[src/rtl/cond_seq.sv]
module cond_seq (
  input  logic        clk,
  input  logic        rst,
  input  logic        ld_en,
  input  logic [7:0]  ld_state,
  input  logic        retire,
  input  logic [15:0] halfword,
  input  logic [3:0]  nzcv,
  output logic        in_block,
  output logic [3:0]  cur_cond,
  output logic        exec_ok,
  output logic        wide_insn
);

  logic [7:0] state;
  logic [7:0] adv;
  logic       pass;

  assign adv = {state[7:5], state[3:0], 1'b0};

  always_ff @(posedge clk) begin
    if (rst)
      state <= 8'h00;
    else if (ld_en)
      state <= ld_state;
    else if (retire)
      state <= (adv[3:0] == 4'h0) ? 8'h00 : adv;
  end

  function automatic logic eval_cond(input logic [3:0] c, input logic [3:0] f);
    logic n, z, cy, v;
    {n, z, cy, v} = f;
    case (c)
      4'h0: eval_cond = z;
      4'h1: eval_cond = !z;
      4'h2: eval_cond = cy;
      4'h3: eval_cond = !cy;
      4'h4: eval_cond = n;
      4'h5: eval_cond = !n;
      4'h6: eval_cond = v;
      4'h7: eval_cond = !v;
      4'h8: eval_cond = cy && !z;
      4'h9: eval_cond = !cy || z;
      4'hA: eval_cond = (n == v);
      4'hB: eval_cond = (n != v);
      4'hC: eval_cond = !z && (n == v);
      4'hD: eval_cond = z || (n != v);
      default: eval_cond = 1'b1;
    endcase
  endfunction

  assign pass      = eval_cond(state[7:4], nzcv);
  assign in_block  = |state[3:0];
  assign cur_cond  = state[7:4];
  assign exec_ok   = in_block ? pass : 1'b1;
  assign wide_insn = (halfword[15:13] == 3'b111) && (halfword[12:11] != 2'b00);

endmodule


[config.mk]
export PLATFORM = sky130hd
export DESIGN_NAME = cond_seq
export DESIGN_NICKNAME = d
export VERILOG_FILES = /design/src/rtl/cond_seq.sv
export SDC_FILE = /design/constraint.sdc
export NUM_CORES = 1
export LEC_CHECK = 0
export BUFFER_PORTS_ARGS = -buffer_cell sky130_fd_sc_hd__buf_2
export CORE_MARGIN = 1
export CORE_UTILIZATION = 38
export DETAILED_ROUTE_END_ITERATION = 10
export GPL_TIMING_DRIVEN = 0
export PLACE_DENSITY = 0.73
export RECOVER_POWER = 25
export SETUP_SLACK_MARGIN = 0.1
export SYNTH_ARGS = -nofsm -noshare
export SYNTH_HDL_FRONTEND = slang
export SYNTH_SLANG_ARGS = --single-unit
[constraint.sdc]
create_clock -name clk -period 1.4 [get_ports clk]
set_input_delay 0 -clock clk [delete_from_list [all_inputs] [get_ports clk]]
set_output_delay 0 -clock clk [all_outputs]
set_load 0.02 [all_outputs]
# Yosys cells after proc, flatten, opt, wreduce, memory -nomap -nowiden

Index checks and enable logic that the tools add are counted.

Output and inout bits: 7
Logic and storage cells: 39
Bits of input ports: 32
Bits in registers: 8

Equality and inequality tests: 16
Reductions and logical operators: 16
Multiplexer cells: 5

Operators by type and width:

| cell                                                            | count |
|---|---|
| 4-bit == test, second input constant                            | 6 |
| 8-bit two-way mux                                               | 3 |
| 4-bit by 3-bit == test with 1-bit output, second input constant | 4 |
| 1-bit one-hot mux with 14 select lines                          | 1 |
| 4-bit by 2-bit == test with 1-bit output, second input constant | 2 |
| 4-bit zero test                                                 | 2 |
| 2-bit nonzero test                                              | 3 |
| 4-bit by 1-bit == test with 1-bit output, second input constant | 1 |
| 1-bit zero test                                                 | 4 |
| 4-bit OR reduction                                              | 1 |
| 3-bit == test, second input constant                            | 1 |
| 1-bit logical AND                                               | 3 |
| 1-bit logical OR                                                | 2 |
| 2-bit AND reduction                                             | 1 |
| 1-bit == test                                                   | 1 |
| 1-bit two-way mux                                               | 1 |
| 1-bit != test                                                   | 1 |

# Logic depth before layout (Yosys ltp)

Depth in word-level cells: 4
Depth in mapped cells: 6
Depth with buffers taken out: 5

# Worst setup path before layout

OpenSTA, ideal clock, no wires.

Kind: register -> output
Start: register state[0]
End: output port exec_ok
Path buffers: 0
Required time: 1400 ps
Arrival: 1177 ps
Cell stages (with the launch flop): 6
Path slack: 223 ps
Cells stage by stage: dfxtp_1 nor3_1 nand2b_1 o211ai_1 a211oi_1 o21ai_1

Longest elaborated chain between the ends: 2

RTL lines:

| element                | line | source |
|---|---|---|
| start, declared        | 15   | `logic [7:0] state;` |
| start signal, assigned | 25   | `state <= ld_state;` |
| start signal, assigned | 27   | `state <= (adv[3:0] == 4'h0) ? 8'h00 : adv;` |
| 4-bit OR reduction     | 53   | `assign in_block = \|state[3:0];` |
| via in_block           | 9    | `output logic in_block,` |
| 1-bit two-way mux      | 55   | `assign exec_ok = in_block ? pass : 1'b1;` |
| end, declared          | 11   | `output logic exec_ok,` |

The timed path passes the listed nets, and every way through them passes these cells.

# Worst setup path after layout

Start: register state[5]
End: output port exec_ok

Longest elaborated chain between the ends: 3
Elaborated cells on any way between the ends: 16
Classes of those cells: eq/ne (13); mux (2); reduce/logical (1)

RTL lines:

| element                                  | line | source |
|---|---|---|
| 4-bit == test (tied with other cells)    | 33   | `case (c)` |
| 1-bit one-hot mux with 14 select lines * | 33   |  |
| 1-bit two-way mux *                      | 55   |  |

Mark *: on every way between the ends. The rest lies on a longest branch, timed or not.

==> flow_metrics.py <==
metrics = {
    "synthesis": {
        "synth_xor_area_frac": 0.0647,
        "synth_compound_area_frac": 0.208,
        "netlist.area_leader.share": 0.296,
        "yosys.cell_count.top_type": "nor2_1",
        "synth_top_family_by_area": "simple AND/OR/NAND/NOR gates",
        "syn-instance-count": 68,
        "syn_avg_cell_area_um2": 7.97,
        "synth_seq_area_share": 0.296,
        "yosysWarnings": 0,
        "synth-edff-count": 0,
        "synthAdderAreaFrac": 0,
        "synth_nets": 100,
        "synth-async-reset-ratio": 0,
        "synth_area_leaders": "dfxtp_1 30%, mux2i_1 9.2%, nor2_1 9.0%, buf_4 6.9%, a21oi_1 6.5%",
        "muxShareOfSynthArea": 0.0924,
        "ys_ff_latch": 8,
        "netlist_area_um2": 542,
        "yosys.area_share.simple": 0.226,
        "synth_area_leader_cell": "dfxtp_1",
        "synth.distinct_cells": 25,
        "ys.flop_type": "dfxtp_1",
        "synthTopCellsByCount": "13 x nor2_1, 8 x dfxtp_1, 7 x a21oi_1",
    },
    "sta": {
        "fmax_ghz": 0.639,
        "timing.final.ws_setup_ns": -0.165,
        "hold_ws_ns": 0.0104,
        "relSlewSlack": 0.708,
        "worst_slew_pin_slew_ns": 0.438,
        "hold_viol_final": 0,
        "final-max-slew-violation-count": 0,
        "timing.final.crit_share": 1.12,
        "clock_skew_ns": 0.00240,
        "finalSetupViolCount": 1,
        "tns_ns": -0.165,
        "rsz0062_at_grt": "true",
        "period_needed_ns": 1.57,
    },
    "route": {
        "post-route-drc-count": 0,
        "wl_per_cell_um": 10.1,
        "drt-pass1-iter-count": 4,
        "detail-route-antenna-nets": 0,
        "wl_um": 1220,
        "drtIter0Drc": 6,
        "via_per_inst": 4.99,
        "num_vias": 599,
    },
    "place": {
        "port_buffers": 25,
        "dp_slack_ns": 0.0577,
        "placed_cells": 108,
        "dp_hpwl_um": 852,
        "gp_congestion": 0.679,
    },
    "layout": {
        "syn_to_final_growth_pct": 50.8,
        "drive_above_1_share": 0.410,
        "final_cells": 120,
        "largest_reg_flops": 8,
        "largest_register": "state",
        "top_regs": "state x8",
        "nets": 139,
        "antenna_cells": 0,
        "n_fill_cell": 130,
    },
    "power_and_ir_drop": {
        "irDropWorstVdd_mv": 0.465,
        "power_uw": 623,
        "p_leak_uw": 0.000378,
        "powerDensity_nw_per_um2": 763,
    },
    "critical_path": {
        "r2r_start": "state[0]",
        "startpoint": "state[5]",
        "cp.required_ns": 1.40,
        "crit_path_max_incr_delay_ns": 0.33,
        "end_kind": "primary output",
        "path_cells": "buf_6 -> mux2i_2 -> xor2_1 -> nor3_2 -> a211oi_2 -> o21ai_1 -> buf_4",
        "critical_path.max_fanout": 2,
        "crit_type": "reg2out",
        "r2r_end": "state[6]",
        "cp.arrival_ns": 1.57,
        "r2r_setup_slack_ns": 0.30,
        "start_kind": "flip-flop",
        "reg2regPathDepth": 4,
        "critPathSlowestCell": "dfxtp_2",
    },
    "cts": {
        "cts_tree": "done",
        "clockBufferDepth": 2,
        "clkSinkCount": 8,
        "clockRootBuffer": "clkbuf_4",
        "clock_latency_ns": 0.25,
        "clk_pin_slew_ns": 0.05,
        "numCtsBuffers": 3,
        "h-tree-depth": 1,
    },
    "min_path": {
        "min_path_cells": 3,
        "holdPathEnd": "state[6]",
        "hp-start": "ld_state[6]",
        "hold_path.class": "in2reg",
    },
    "global_route": {
        "grt_max_degree": 11,
        "gr-total-overflow": 0,
        "grt_pass1_vias": 488,
        "antenna_found_initial": 0,
        "grt_pass1_wl_um": 1790,
        "grtUsageTotal": 0.168,
    },
    "floorplan": {
        "fp.dieH_um": 39.8,
        "die_w_um": 39.8,
        "start_util": 0.411,
        "core-area_um2": 1320,
        "design.die.area_um2": 1580,
        "io_pins": 39,
        "rows": 13,
    },
    "status": {
        "violations": "negative setup slack",
        "outcome": "finished, violations left",
    },
    "job": {
        "drv_cap": 0,
    },
}
metrics by stage:
step / area, um^2 / utilization
final: 817 / 0.620
after CTS: 779 / 0.592
after detailed placement: 686 / 0.520
after global routing: 817 / 0.620
after floorplan: 542 / -
after global placement: 686 / 0.520
repair_timing:
action,CTS,global route
buffers inserted,1,2
resized for setup,2,7
pin swaps,2,4
hold endpoints to repair,6,0
endpoints found under the setup margin,1,1
hold buffers,6,0
worst max-delay path by stage:
stage | to | cells past startpoint
4_1_cts | exec_ok | 7
5_1_grt | exec_ok | 7
3_3_place_gp | exec_ok | 7
2_1_floorplan | exec_ok | 5
6_report | exec_ok | 7
3_5_place_dp | exec_ok | 7
cell usage in the layout, fill, tap and decap left out, drive strengths merged, types with 3 or more instances in the layout:
cell	count
a21oi	7
a22oi	4
buf	34
clkbuf	6
dfxtp	8
dlygate4sd3	6
mux2i	5
nor2	13
o21ai	3
xnor2	3
worst max-delay path: cells and delay by family, from the launching register on:
kind	cells	cell delay, ns
simple gates	1	0.08
compound gates	2	0.23
buf+inv	2	0.26
mux	1	0.21
xor+xnor	1	0.21
flops	1	0.33
routing by layer:
metal / routed length (um) / up-vias / part of all wire / global-route usage
li1: - / 310 / - / -
met4: 0 / 0 / 0 / 0.0517
met1: 515 / 265 / 0.42 / 0.190
met3: 68 / 0 / 0.056 / 0.0170
met2: 631 / 24 / 0.52 / 0.320
met5: 0 / - / 0 / 0
power breakdown:
| part | switching (uW) | leakage [uW] | internal (uW) |
|---|---|---|---|
| Combinational | 89.9 | 0.000297 | 103 |
| Sequential | 13.1 | 0.0000670 | 241 |
| Clock | 78.6 | 0.0000138 | 98.1 |
| Total | 182 | 0.000378 | 442 |
final cells by class:
type | instances | area [um^2] | area share
plain buffers | 9 | 61.3 | 0.0750
flip-flops and latches | 8 | 164 | 0.201
well taps | 15 | 18.8 | 0.0230
repair buffers | 34 | 211 | 0.259
multi-input cells | 51 | 339 | 0.415
clock buffers | 3 | 22.5 | 0.0276
kinds of logic (layout without fill, tap and decap cells):
logic type / after synthesis / count (layout)
flip-flops: 8 / 8
AND/OR/NAND/NOR: 24 / 24
buffers and inverters: 9 / 46
multiplexers: 5 / 5
XOR/XNOR: 4 / 4
AO/OA/AOI/OAI: 18 / 18
Note: power is estimated with default switching activity, not from simulation.
